File: config.mk
export PLATFORM = sky130hd
export DESIGN_NAME = sgm_gate_mapper
export DESIGN_NICKNAME = d
export VERILOG_FILES = /design/src/rtl/sgm_pkg.sv /design/src/rtl/sgm_state_map.sv /design/src/rtl/sgm_ctrl.sv /design/src/rtl/sgm_gate_path.sv /design/src/rtl/sgm_gate_mapper.sv
export SDC_FILE = /design/constraint.sdc
export NUM_CORES = 1
export LEC_CHECK = 0
export BUFFER_PORTS_ARGS = -buffer_cell sky130_fd_sc_hd__buf_4
export CORE_MARGIN = 5
export CORE_UTILIZATION = 40
export DETAILED_ROUTE_END_ITERATION = 8
export PLACE_DENSITY = 0.72
export REMOVE_ABC_BUFFERS = 1
export SETUP_SLACK_MARGIN = 0.3
export SYNTH_ARGS = -nofsm -noshare
export SYNTH_HDL_FRONTEND = slang
export SYNTH_SLANG_ARGS = --single-unit
File: constraint.sdc
create_clock -name clk -period 2.4 [get_ports clk]
set_input_delay 0.36 -clock clk [delete_from_list [all_inputs] [get_ports clk]]
set_output_delay 0.36 -clock clk [all_outputs]
set_load 0.005 [all_outputs]
File: src/rtl/sgm_pkg.sv
package sgm_pkg;
  localparam int GATE_N = 6;
  typedef logic [GATE_N-1:0] gate_t;

  typedef enum logic [2:0] {
    FLT_NONE      = 3'd0,
    FLT_NO_C1     = 3'd1,
    FLT_NO_C2     = 3'd2,
    FLT_NO_CAPS   = 3'd3,
    FLT_LEG5_OPEN = 3'd4,
    FLT_LEG6_OPEN = 3'd5,
    FLT_TWO_LEVEL = 3'd6,
    FLT_RSVD      = 3'd7
  } fault_e;

  // bit k-1 drives switch k
  localparam gate_t PAT_ZERO_BOTH = 6'b110110;
  localparam gate_t PAT_ZERO_LEG1 = 6'b000110;
  localparam gate_t PAT_MID_C1    = 6'b100001;
  localparam gate_t PAT_MID_C2    = 6'b011000;
  localparam gate_t PAT_TOP       = 6'b001001;

  typedef struct packed {
    logic loadTarget;
    logic onEnable;
    logic forceOff;
  } ctrl_strobe_t;
endpackage

File: src/rtl/sgm_state_map.sv
module sgm_state_map
  import sgm_pkg::*;
(
  input  logic [1:0] insReq,
  input  logic       armCurPos,
  input  logic [2:0] faultCode,
  output gate_t      pattern,
  output logic       illegal
);
  fault_e fault;
  assign fault = fault_e'(faultCode);

  always_comb begin
    pattern = PAT_ZERO_BOTH;
    illegal = 1'b0;
    unique case (fault)
      FLT_NONE: begin
        unique case (insReq)
          2'b00: pattern = PAT_ZERO_BOTH;
          2'b01: pattern = PAT_MID_C1;
          2'b10: pattern = PAT_MID_C2;
          default: pattern = PAT_TOP;
        endcase
      end
      FLT_NO_C1: begin
        if (insReq == 2'b00) pattern = PAT_ZERO_BOTH;
        else begin
          pattern = PAT_MID_C2;
          illegal = insReq != 2'b10;
        end
      end
      FLT_NO_C2: begin
        if (insReq == 2'b00) pattern = PAT_ZERO_BOTH;
        else begin
          pattern = PAT_MID_C1;
          illegal = insReq != 2'b01;
        end
      end
      FLT_LEG5_OPEN: begin
        unique case (insReq)
          2'b00: pattern = PAT_ZERO_LEG1;
          2'b11: pattern = PAT_TOP;
          default: begin
            pattern = PAT_MID_C1;
            illegal = insReq == 2'b10;
          end
        endcase
      end
      FLT_LEG6_OPEN: begin
        unique case (insReq)
          2'b00: pattern = PAT_ZERO_LEG1;
          2'b11: pattern = PAT_TOP;
          default: begin
            pattern = PAT_MID_C2;
            illegal = insReq == 2'b01;
          end
        endcase
      end
      FLT_TWO_LEVEL: begin
        unique case (insReq)
          2'b00: pattern = PAT_ZERO_LEG1;
          2'b11: pattern = PAT_TOP;
          default: begin
            // equidistant neighbours: positive current takes the lower level
            pattern = armCurPos ? PAT_ZERO_LEG1 : PAT_TOP;
            illegal = 1'b1;
          end
        endcase
      end
      default: begin
        pattern = PAT_ZERO_BOTH;
        illegal = insReq != 2'b00;
      end
    endcase
  end
endmodule

File: src/rtl/sgm_ctrl.sv
module sgm_ctrl
  import sgm_pkg::*;
#(
  parameter int DT_W = 8
) (
  input  logic            clk,
  input  logic            rst_n,
  input  logic            sampleStb,
  input  logic            blockCmd,
  input  logic            targetDiffers,
  input  logic [DT_W-1:0] deadTime,
  output ctrl_strobe_t    strb
);
  logic [DT_W-1:0] dtCnt;

  always_ff @(posedge clk) begin
    if (!rst_n) begin
      dtCnt <= '0;
    end else if (blockCmd) begin
      dtCnt <= deadTime;
    end else if (sampleStb && targetDiffers) begin
      dtCnt <= deadTime;
    end else if (dtCnt != '0) begin
      dtCnt <= dtCnt - 1'b1;
    end
  end

  always_comb begin
    strb.loadTarget = sampleStb;
    strb.onEnable   = (dtCnt == '0);
    strb.forceOff   = blockCmd;
  end
endmodule

File: src/rtl/sgm_gate_path.sv
module sgm_gate_path
  import sgm_pkg::*;
(
  input  logic         clk,
  input  logic         rst_n,
  input  ctrl_strobe_t strb,
  input  gate_t        newPattern,
  input  logic         newIllegal,
  output logic         targetDiffers,
  output gate_t        gate,
  output logic         illegalSticky
);
  gate_t targetQ;
  gate_t gateQ;
  logic  errQ;

  always_ff @(posedge clk) begin
    if (!rst_n) begin
      targetQ <= '0;
      errQ    <= 1'b0;
    end else if (strb.loadTarget) begin
      targetQ <= newPattern;
      if (newIllegal) errQ <= 1'b1;
    end
  end

  assign targetDiffers = (newPattern != targetQ);

  for (genvar i = 0; i < GATE_N; i++) begin : g_leg
    always_ff @(posedge clk) begin
      if (!rst_n) begin
        gateQ[i] <= 1'b0;
      end else if (strb.forceOff || !targetQ[i]) begin
        gateQ[i] <= 1'b0;
      end else if (strb.onEnable) begin
        gateQ[i] <= 1'b1;
      end
    end
  end

  assign gate          = gateQ;
  assign illegalSticky = errQ;
endmodule

File: src/rtl/sgm_gate_mapper.sv
module sgm_gate_mapper
  import sgm_pkg::*;
#(
  parameter int DT_W = 8
) (
  input  logic            clk,
  input  logic            rst_n,
  input  logic            sampleStb,
  input  logic [1:0]      insReq,
  input  logic            armCurPos,
  input  logic            blockCmd,
  input  logic [2:0]      faultCode,
  input  logic [DT_W-1:0] deadTime,
  output logic [5:0]      gate,
  output logic            illegalSticky
);
  gate_t        newPattern;
  logic         newIllegal;
  logic         targetDiffers;
  ctrl_strobe_t strb;
  gate_t        gateInt;

  sgm_state_map map_i (
    .insReq    (insReq),
    .armCurPos (armCurPos),
    .faultCode (faultCode),
    .pattern   (newPattern),
    .illegal   (newIllegal)
  );

  sgm_ctrl #(.DT_W(DT_W)) ctrl_i (
    .clk           (clk),
    .rst_n         (rst_n),
    .sampleStb     (sampleStb),
    .blockCmd      (blockCmd),
    .targetDiffers (targetDiffers),
    .deadTime      (deadTime),
    .strb          (strb)
  );

  sgm_gate_path path_i (
    .clk           (clk),
    .rst_n         (rst_n),
    .strb          (strb),
    .newPattern    (newPattern),
    .newIllegal    (newIllegal),
    .targetDiffers (targetDiffers),
    .gate          (gateInt),
    .illegalSticky (illegalSticky)
  );

  assign gate = gateInt;
endmodule

Word level (Yosys, flattened, before mapping)
Index checks and enable logic that the tools add are counted.
{ "totals": {"reg_bits": 21, "latchBits": 0, "ramBits": 0, "mem_bits_ro": 0, "inputBits": 18, "output_inout_bits": 7, "word_cells": 66, "mem_count": 0} }
{ "op_classes": {"add_sub_neg": 1, "mul": 0, "n_div": 0, "magnitude_cmp": 0, "n_eq_ne": 11, "shifts": 0, "muxes": 17, "n_bitwise": 1, "reduce_logical": 27} }
{ "ops": {"columns": ["op", "count"], "rows": [
  ["case mux 6 bit (6 select lines)", 1],
  ["two-way mux 8 bit", 3],
  ["case mux 6 bit (2 select lines)", 2],
  ["case mux 6 bit (3 select lines)", 1],
  ["OR reduction 2 bit", 7],
  ["case mux 5 bit (2 select lines)", 1],
  ["== test 3 bit (second input constant)", 3],
  ["logical NOT 8 bit", 1],
  ["nonzero test 8 bit", 1],
  ["subtractor 8 x 1 -> 8 bit (second input constant)", 1],
  ["logical NOT 1 bit", 6],
  ["logical OR 1 bit", 6],
  ["two-way mux 6 bit", 1],
  ["!= test 6 bit", 1],
  ["case mux 1 bit (6 select lines)", 1],
  ["two-way mux 1 bit", 5],
  ["two-way mux 5 bit", 1],
  ["== test 2 bit (second input constant)", 2],
  ["two-way mux 4 bit", 1],
  ["== test 3 x 1 -> 1 bit (second input constant)", 1],
  ["== test 3 x 2 -> 1 bit (second input constant)", 1],
  ["logical NOT 3 bit", 1],
  ["nonzero test 3 bit", 1],
  ["== test 2 x 1 -> 1 bit (second input constant)", 1],
  ["7 further kinds", 7]
]} }

Depth between registers and ports, before layout
Gate-level depths: netlist of the first run.
{ "depth": {"ltp_word": 7, "ltp_mapped": 9, "depth_no_buf": 8} }

Modules after synthesis
Synthesis of the first run repeated with hierarchy kept, for this count alone.
{ "unflattened": {"cells_unflattened": 159, "area_unflattened_um2": 1392.6} }
{ "modules_own_cells": {"columns": ["module", "n_inst", "cells_each", "area_each_um2", "seq_area_each_um2"], "rows": [
  ["sgm_gate_path", 1, 49, 496.7, 260.2],
  ["sgm_ctrl", 1, 54, 467.9, 160.2],
  ["sgm_state_map", 1, 56, 427.9, 0.0]
]} }

Least setup slack after synthesis of the first run
No wires, ideal clock.
{ "synth_timing": {"kind": "input to register", "start": "input port insReq[0]", "end": "register ctrl_i.dtCnt[6]", "setup_time_ns": 0.122, "t_arrival_ns": 2.165, "required_ns": 2.278, "slack_ns": 0.114, "path_stages": 9, "n_path_buf": 1, "path_cell_list": "inv_1 -> ha_1 -> buf_2 -> mux2_1 -> o2bb2ai_1 -> xnor2_1 -> o2111ai_2 -> o32a_4 -> mux2i_1"} }
{ "synth_via": {"elab_chain_len": 7, "word_cells_on_any_way": 16, "classes_between": "eq/ne: 4; mux: 9; reduce/logical: 3"} }
{ "synth_rtl": {"columns": ["item", "line_no", "rtl"], "rows": [
  ["start: declaration", "sgm_gate_mapper.sv:9", "input logic [1:0] insReq,"],
  ["== test 2 bit (tied with other cells)", "sgm_state_map.sv:18", "unique case (insReq)"],
  ["case mux 6 bit (3 select lines) (tied with other cells)", "sgm_state_map.sv:18", null],
  ["case mux 6 bit (6 select lines) *", "sgm_state_map.sv:16", "unique case (fault)"],
  ["!= test 6 bit *", "sgm_gate_path.sv:27", "assign targetDiffers = (newPattern != targetQ);"],
  ["logical AND 1 bit *", "sgm_ctrl.sv:21", "end else if (sampleStb && targetDiffers) begin"],
  ["two-way mux 8 bit", "sgm_ctrl.sv:21", null],
  ["two-way mux 8 bit", "sgm_ctrl.sv:19", "end else if (blockCmd) begin"],
  ["end signal: assignment", "sgm_ctrl.sv:20", "dtCnt <= deadTime;"],
  ["end signal: assignment", "sgm_ctrl.sv:22", "dtCnt <= deadTime;"],
  ["end signal: assignment", "sgm_ctrl.sv:24", "dtCnt <= dtCnt - 1'b1;"],
  ["end: declaration", "sgm_ctrl.sv:14", "logic [DT_W-1:0] dtCnt;"]
]} }
Every way passes the cells marked *; elsewhere a longest branch is shown, timed or not.
A chain may end at the register's enable or synchronous reset.

Final worst setup path of the first run
{ "layout_timing": {"start": "input port insReq[0]", "end": "register ctrl_i.dtCnt[3]"} }
The elaborated chain is that of the path after synthesis.

==> flow_summary.yaml, run 1 <==
timing:
  final_hold_viol_count: 0
  rsz0062_at_grt: "yes"
  max-slew-margin-rel_pct: 54.2
  fin_crit_ns: 2.07
  final.period_utilization_pct: 86.3
  timing.hold.ws_ns: 0.300
  layout_setup_ws_ns: 0.329
  drv_slew: 0
  fmax_mhz: 483
  setup_viol: 0
  tightest_slew_ns: 0.684
  fin_worst_skew_ns: 0.00614
finish:
  diodes: 0
  layout.nets: 204
  drive_gt1_share_pct: 34.1
  fin_util_pct: 53.7
  syn_to_final_growth_pct: 30.7
setup_path:
  timing.rr.start: "ctrl_i.dtCnt[0]$_SDFFE_PN0P_"
  end_kind: "flip-flop"
  crit_type: "input port to flip-flop"
  slowest_delay_ns: 0.38
  r2r_slack_ns: 0.45
  cp-start-kind: "input port"
  crit_top_cell: "buf_4"
  rr_endpoint: "ctrl_i.dtCnt[4]$_SDFFE_PN0P_"
  cp_slowest_cell: "o31a_1"
  crit_path_cell_trace: "buf_4 > inv_2 > ha_4 > buf_4 > nor2_1 > a211oi_1 > nor3_2 > xnor2_2 > o31a_1 > o32ai_1"
  r2r_cells: 6
  endpoint: "ctrl_i.dtCnt[3]$_SDFFE_PN0P_"
  required_ns: 2.62
  cp-startpoint: "insReq[0]"
  critPathMaxFanout: 6
  arrival_ns: 2.29
logic_synthesis:
  synth_area_mm2: 0.00136
  synth-seq-cells: 19
  dominantRegCellSynth: "dfxtp_1"
  netlist_instances: 150
  ys_warn_count: 0
  syn_avg_cell_area_um2: 9.08
  ys_types: 50
  async_flop_share_pct: 0
  synth-edff-count: 0
  yosysSeqAreaShare_pct: 27.9
clocking:
  path_clk_slew_ns: 0.11
  holdBufCountCts: 0
  h-tree-depth: 1
  cts_sinks: 19
  numCtsBuffers: 3
  cts_tree: "yes"
  worstSkewPairLatency_ns: 0.31
  root_buffer: "clkbuf_4"
  clk_path_buf_depth: 2
floorplanning:
  io_pins: 25
  initial_core_util_pct: 41.1
  num_rows: 21
  die_h_um: 68.3
  core_area_mm2: 0.00331
  fp.dieW_um: 68.3
  dieArea_mm2: 0.00467
job:
  max-cap-violations: 0
pwr:
  ir_drop_v: 0.000408
  p_leak_nw: 0.833
  p_per_area_mw_per_mm2: 468
detailed_routing:
  ant_nets: 0
  drcViolationCount: 0
  firstDrtPassIters: 4
  routed_wl_mm: 3.37
  post_drt_wl_per_cell_um: 15.2
  vias: 1209
  drt-vias-per-instance: 5.45
  drt_iter0_markers: 76
min_path:
  hold_class: "input port to flip-flop"
global_routing:
  grt_pass1_wl_mm: 5.09
  grt_use_total_pct: 13.9
  grt_pass1_vias: 1072
  grt-ovfl-total: 0
  antenna_found_initial: 0
  grt_max_degree: 20
placement:
  gp_congestion: 0.885
  portBuffers: 24
  dp_hpwl_mm: 2.36
  dp_slack_ns: -0.0630
status:
  status: "finished clean"
[Yosys cell counts, types with 4 or more instances]
master	instances	area [um^2]
xnor2_1	8	70.1
nor3_1	7	35.0
nand2b_1	5	31.3
nand2_1	16	60.1
o211a_1	7	70.1
dfxtp_1	19	380
o32ai_1	5	43.8
mux2i_1	9	90.1
ha_1	9	113
nor2_1	4	15.0
inv_1	9	33.8
[worst max-delay path, delay by kind of cell]
family	cells	cell delay, ns
compound gates	3	0.73
fa+ha+maj	1	0.22
simple gates	2	0.44
buf+inv	3	0.38
xor+xnor	1	0.16
[how the worst min path moves through the flow]
stage,cells past startpoint,endpoint,slack (ns),start
2_1_floorplan,1,path_i.gate[2]$_SDFFE_PP0N_,0.43,path_i.targetQ[2]$_SDFFE_PN0P_
6_report,3,ctrl_i.dtCnt[7]$_SDFFE_PN0P_,0.30,deadTime[7]
4_1_cts,3,ctrl_i.dtCnt[7]$_SDFFE_PN0P_,0.30,deadTime[7]
5_1_grt,3,ctrl_i.dtCnt[7]$_SDFFE_PN0P_,0.28,deadTime[7]
3_3_place_gp,1,path_i.gate[4]$_SDFFE_PP0N_,0.44,path_i.targetQ[4]$_SDFFE_PN0P_
3_5_place_dp,1,path_i.gate[4]$_SDFFE_PP0N_,0.44,path_i.targetQ[4]$_SDFFE_PN0P_
[power by group]
| part | internal (mW) | switching (mW) | total (mW) |
|---|---|---|---|
| Sequential | 0.338 | 0.0212 | 0.359 |
| Clock | 0.0637 | 0.107 | 0.170 |
| Combinational | 0.142 | 0.162 | 0.303 |
[metal layers]
metal | up-vias | GRT usage, % | part of all wire (%)
met1 | 575 | 18.6 | 45
li1 | 599 | - | -
met2 | 31 | 23.2 | 51
met4 | 0 | 2.23 | 0.77
met5 | - | 0 | 0
met3 | 4 | 3.12 | 3.6
[placed cells by master (no fill, tap or decap), drive strengths merged, types with 2 or more instances in the layout]
cell type	netlist	final
inv	9	9
and2	3	3
nor2	4	4
a21oi	4	4
clkbuf	2	3
o21a	2	2
nand3	3	3
o211a	7	7
o32ai	6	6
nor3b	3	3
xnor2	8	8
nand2b	5	5
nand2	16	16
a211oi	2	2
nor3	9	9
buf	6	30
dfxtp	19	19
mux2i	9	9
ha	9	9
o21ai	3	3
[final cells by class]
type,count,area [um^2]
fill,309,1530
multi-input combinational,114,1050
sequential,19,380
timing repair buffer,30,225
tap,46,57.6
inverter,9,33.8
clock buffer,3,22.5
clock inverter,1,7.51
[registers in the layout, summed over array words and instances (netlist names)]
signal and flops:
path_i.illegalSticky 1, path_i.targetQ 5, ctrl_i.dtCnt 8, path_i.gate 5
[stage by stage]
step | setup TNS (ns) | instances | total power [mW] | instance area (um^2)
6_report | 0 | 222 | 0.833 | 1780
3_3_place_gp | 0 | 217 | 0.599 | 1580
2_1_floorplan | 0 | 142 | 0.523 | 1300
5_1_grt | 0 | 222 | 0.881 | 1780
3_5_place_dp | -0.390 | 217 | 0.609 | 1580
4_1_cts | 0 | 221 | 0.790 | 1650
[timing repair]
action	CTS	global route
setup endpoints to repair	7	8
buffers inserted	0	1
gates resized for setup	7	16
pin swaps	3	8
[cell families after synthesis]
logic type	synth area share, %
AOI/OAI and AO/OA	25.1
xor gates and xnor gates	5.79
adders and majority gates	8.27
buffers and inverters	6.71
DFF	27.9
muxes	7.45
and+or+nand+nor	18.8
Note: power is estimated with default switching activity, not from simulation.
==> run 2: changes to the inputs <==
--- a/config.mk
+++ b/config.mk
@@ -10,7 +10,6 @@
 export CORE_UTILIZATION = 40
 export DETAILED_ROUTE_END_ITERATION = 8
 export PLACE_DENSITY = 0.72
-export REMOVE_ABC_BUFFERS = 1
 export SETUP_SLACK_MARGIN = 0.3
 export SYNTH_ARGS = -nofsm -noshare
 export SYNTH_HDL_FRONTEND = slang
==> flow_summary.yaml, run 2 (synthesis gave the netlist of run 1 again) <==
status:
  status: "finished clean"
detailed_routing:
  vias: 1156
  wl_met1_mm: 1.31
  drt_iter0_markers: 47
  wl_met3_um: 135
  routed_wl_mm: 3.03
  drt-vias-per-instance: 5.33
  ant_nets: 0
  drcViolationCount: 0
  top_layer_used: "met4"
  post_drt_wl_per_cell_um: 13.9
  wl_met2_mm: 1.52
  firstDrtPassIters: 4
global_routing:
  grt_use_total_pct: 14.1
  grt_pass1_wl_mm: 4.96
  grt-ovfl-total: 0
  grt_pass1_vias: 1077
  antenna_found_initial: 0
  grt_max_degree: 20
timing:
  fin_worst_skew_ns: 0.00390
  fmax_mhz: 492
  setup_viol: 0
  drv_slew: 0
  fin_crit_ns: 2.03
  final.period_utilization_pct: 84.6
  final_hold_viol_count: 0
  tightest_slew_ns: 0.593
  rsz0062_at_grt: "no"
  final.setup.tns_ns: 0
  max-slew-margin-rel_pct: 60.2
  timing.hold.ws_ns: 0.316
clocking:
  numCtsBuffers: 3
  clk_path_buf_depth: 2
  root_buffer: "clkbuf_4"
  h-tree-depth: 1
  cts_sinks: 19
  path_clk_slew_ns: 0.10
  holdBufCountCts: 0
  cts_tree: "yes"
  worstSkewPairLatency_ns: 0.30
finish:
  top_register: "ctrl_i.dtCnt"
  final-instance-count-excl-fill: 217
  diodes: 0
  syn_to_final_growth_pct: 22.6
  final_cell_mix: "24 x buf_4, 19 x dfxtp_1, 16 x nand2_1, 9 x mux2i_1"
  design_area_mm2: 0.00167
  final_common_cell: "buf_4"
  fillers: 320
  drive_gt1_share_pct: 27.5
  layout.nets: 199
  largest_register_ffs: 8
setup_path:
  arrival_ns: 2.24
  cp-start-kind: "input port"
  required_ns: 2.61
  crit_path_cell_trace: "buf_4 > inv_6 > ha_4 > or3b_1 > o311ai_2 > xnor2_1 > o211ai_1 > o31a_1 > o32ai_1"
  slowest_delay_ns: 0.39
  critPathMaxFanout: 5
  crit_type: "input port to flip-flop"
  end_kind: "flip-flop"
  crit_buf_inv: 2
  cpLargestDelayFamily: "compound AO/OA/AOI/OAI gates"
  cp_slowest_cell: "or3b_1"
min_path:
  hold_class: "input port to flip-flop"
placement:
  dpl.cell_count: 213
  gp_congestion: 0.882
  dp_hpwl_mm: 2.43
  dpl_cell_area_mm2: 0.00159
  portBuffers: 24
floorplanning:
  initial_core_util_pct: 41.1
  dieArea_mm2: 0.00467
  core_area_mm2: 0.00331
  fp.dieW_um: 68.3
  die_h_um: 68.3
  io_pins: 25
  num_rows: 21
pwr:
  ir_drop_v: 0.000150
  p_per_area_mw_per_mm2: 469
  total_power_uw: 783
  p_leak_nw: 0.784
job:
  max-cap-violations: 0
logic_synthesis:
  syn_nets: 177
-- run 2: cell types whose count changed in the layout (fill, tap and decap cells not counted), sizes merged --
cell / delta
clkinvlp: -1
buf: -5
clkinv: +1
-- run 2: per-layer routing --
layer	GRT usage, %	vias up
li1	-	586
met1	16.5	540
met2	25.0	26
met3	2.30	4
met4	5.96	0
met5	0	-
-- run 2: what timing repair did --
action | in CTS | in global routing
gates resized for setup | 0 | 8
setup endpoints to repair | 0 | 8
buffers inserted | 0 | 0
-- run 2: where the power goes --
part,leakage (nW),switching (mW),internal (mW),total (mW)
Combinational,0.610,0.137,0.125,0.262
Sequential,0.157,0.0201,0.338,0.358
Clock,0.0177,0.101,0.0622,0.163
-- run 2: final timing paths --
kind | start | endpoint | slack [ns] | depth (start not counted)
worst min register to register | path_i.targetQ[4]$_SDFFE_PN0P_ | path_i.gate[4]$_SDFFE_PP0N_ | 0.46 | 1
worst min-delay path | deadTime[5] | ctrl_i.dtCnt[5]$_SDFFE_PN0P_ | 0.32 | 3
worst max register to register | ctrl_i.dtCnt[0]$_SDFFE_PN0P_ | ctrl_i.dtCnt[1]$_SDFFE_PN0P_ | 0.60 | 7
worst max-delay path | insReq[0] | ctrl_i.dtCnt[4]$_SDFFE_PN0P_ | 0.37 | 9
-- run 2: tightest hold or removal path, delay by kind of cell --
kind,cells,cell delay (ns)
compound gates,1,0.06
simple gates,1,0.05
buf+inv,1,0.11
-- run 2: final cells by class --
cell class,count,area (um^2),share of cell area [%]
Timing Repair Buffer,25,191,11.5
Sequential cell,19,380,22.8
Inverter,9,51.3,3.07
Tap cell,46,57.6,3.45
Multi-Input combinational cell,114,961,57.6
Clock inverter,1,5.00,0.300
Clock buffer,3,22.5,1.35
-- run 2: metrics by stage --
step	setup slack [ns]	util, %
finish	0.369	50.4
global placement	0.0880	48.1
floorplan	0.220	-
detailed placement	0.00121	48.1
global route	0.298	50.4
CTS	0.317	48.9
==> run 3: changes to the inputs <==
--- a/config.mk
+++ b/config.mk
@@ -9,7 +9,7 @@
 export CORE_MARGIN = 5
 export CORE_UTILIZATION = 40
 export DETAILED_ROUTE_END_ITERATION = 8
-export PLACE_DENSITY = 0.72
+export PLACE_DENSITY = 0.7
 export SETUP_SLACK_MARGIN = 0.3
 export SYNTH_ARGS = -nofsm -noshare
 export SYNTH_HDL_FRONTEND = slang
==> constraint.sdc (replaced) <==
create_clock -name clk -period 1.94 [get_ports clk]
set_input_delay 0.291 -clock clk [delete_from_list [all_inputs] [get_ports clk]]
set_output_delay 0.291 -clock clk [all_outputs]
set_load 0.005 [all_outputs]
==> flow_summary.yaml, run 3 (synthesis gave the netlist of run 1 again) <==
detailed_routing:
  vias: 1255
  routed_wl_mm: 3.36
  ant_nets: 0
  firstDrtPassIters: 5
  drt_iter0_markers: 51
  drcViolationCount: 0
  post_drt_wl_per_cell_um: 14.3
  drt-vias-per-instance: 5.32
status:
  status: "finished clean"
timing:
  tightest_slew_ns: 0.340
  final_hold_viol_count: 0
  fmax_mhz: 538
  rsz0062_at_grt: "yes"
  layout_setup_ws_ns: 0.0822
  drv_slew: 0
  setup_viol: 0
  timing.hold.ws_ns: 0.239
  final.period_utilization_pct: 95.8
  max-slew-margin-rel_pct: 77.3
  fin_crit_ns: 1.86
  fin_worst_skew_ns: 0.00992
setup_path:
  end_kind: "flip-flop"
  cp_slowest_cell: "o32a_4"
  r2r_slack_ns: 0.31
  rr_endpoint: "ctrl_i.dtCnt[0]$_SDFFE_PN0P_"
  arrival_ns: 2.05
  slowest_delay_ns: 0.38
  cp-start-kind: "input port"
  required_ns: 2.13
  critPathMaxFanout: 5
  crit_type: "input port to flip-flop"
  crit_buf_inv: 2
  timing.rr.start: "ctrl_i.dtCnt[0]$_SDFFE_PN0P_"
  crit_path_cell_trace: "buf_12 > inv_12 > ha_4 > mux2_4 > o2bb2ai_4 > xnor2_2 > o2111ai_2 > o32a_4 > mux2i_1"
  r2r_cells: 8
  cpLargestDelayFamily: "compound AO/OA/AOI/OAI gates"
placement:
  dp_slack_ns: -0.380
  dpl_cell_area_mm2: 0.00171
  dp_hpwl_mm: 2.62
  portBuffers: 24
  gp_congestion: 0.854
floorplanning:
  die_h_um: 68.3
  num_rows: 21
  fp.dieW_um: 68.3
  initial_core_util_pct: 41.1
  core_area_mm2: 0.00331
  io_pins: 25
  dieArea_mm2: 0.00467
logic_synthesis:
  syn_nets: 177
finish:
  drive_gt1_share_pct: 40.5
  fin_util_pct: 57.9
  top_register: "ctrl_i.dtCnt"
  diodes: 0
  final_cell_mix: "41 x buf_4, 19 x dfxtp_1, 15 x nand2_1, 9 x mux2i_1"
  layout.nets: 218
  fillers: 306
  largest_register_ffs: 8
  syn_to_final_growth_pct: 40.8
  final_common_cell: "buf_4"
  design_area_mm2: 0.00192
pwr:
  p_leak_nw: 0.915
  p_per_area_mw_per_mm2: 545
  ir_drop_v: 0.000515
  total_power_mw: 1.05
global_routing:
  grt_pass1_vias: 1314
  top_usage_layer: "met2"
  antenna_found_initial: 0
  grt_use_met3_pct: 3.78
  grt-ovfl-total: 0
  use_met2_pct: 27.8
  grt_util_met1_pct: 18.8
  grt_max_degree: 20
  grt_pass1_wl_mm: 5.68
  grt_use_total_pct: 15.8
clocking:
  cts_sinks: 19
  root_buffer: "clkbuf_4"
  clk_path_buf_depth: 2
  h-tree-depth: 1
  holdBufCountCts: 0
  cts_tree: "yes"
  worstSkewPairLatency_ns: 0.30
  numCtsBuffers: 3
  path_clk_slew_ns: 0.11
min_path:
  hold_class: "input port to flip-flop"
  holdPathStages: 3
  worstHoldStart: "deadTime[0]"
  min_to: "ctrl_i.dtCnt[0]$_SDFFE_PN0P_"
job:
  max-cap-violations: 0
-- run 3: power by group --
group	internal, mW	switching (mW)	total, mW
registers	0.418	0.0257	0.444
clock network	0.0768	0.120	0.197
logic	0.208	0.196	0.405
total	0.703	0.342	1.05
-- run 3: worst min-delay path: stages --
cell     delay, ns
buf_4         0.11
nand2_1       0.05
mux2i_1       0.06
-- run 3: how the worst max path moves through the flow --
stage | from | end | slack, ns | cells after the start
after global routing | insReq[1] | ctrl_i.dtCnt[2]$_SDFFE_PN0P_ | 0.03 | 9
after detailed placement | insReq[1] | ctrl_i.dtCnt[6]$_SDFFE_PN0P_ | -0.38 | 9
after CTS | insReq[1] | ctrl_i.dtCnt[6]$_SDFFE_PN0P_ | 0.09 | 9
after floorplan | insReq[1] | ctrl_i.dtCnt[6]$_SDFFE_PN0P_ | -0.17 | 9
final | insReq[1] | ctrl_i.dtCnt[6]$_SDFFE_PN0P_ | 0.08 | 9
after global placement | insReq[1] | ctrl_i.dtCnt[0]$_SDFFE_PN0P_ | -0.30 | 9
-- run 3: per-layer routing --
metal	part of all wire (%)	vias to the layer above
li1	-	618
met1	43	588
met2	50	35
met3	4.3	14
met4	2.9	0
met5	0	-
-- run 3: what timing repair did --
action | 4_1_cts | 5_1_grt
pin swaps | 15 | 4
setup endpoints to repair | 8 | 8
cloned | 0 | 0
resized for setup | 22 | 5
setup buffers | 3 | 1
-- run 3: layout make-up --
type	instances	area (um^2)	area share, %
Multi-Input combinational cell	114	1050	54.6
Sequential cell	19	380	19.8
Timing Repair Buffer	44	354	18.5
Tap cell	46	57.6	3.00
Inverter	9	51.3	2.68
Clock buffer	3	22.5	1.17
Clock inverter	1	5.00	0.261
-- run 3: stage by stage --
stage	TNS (ns)	cells
2_1_floorplan	-1.12	150
3_3_place_gp	-2.21	228
3_5_place_dp	-2.85	228
4_1_cts	0	235
5_1_grt	0	236
6_report	0	236
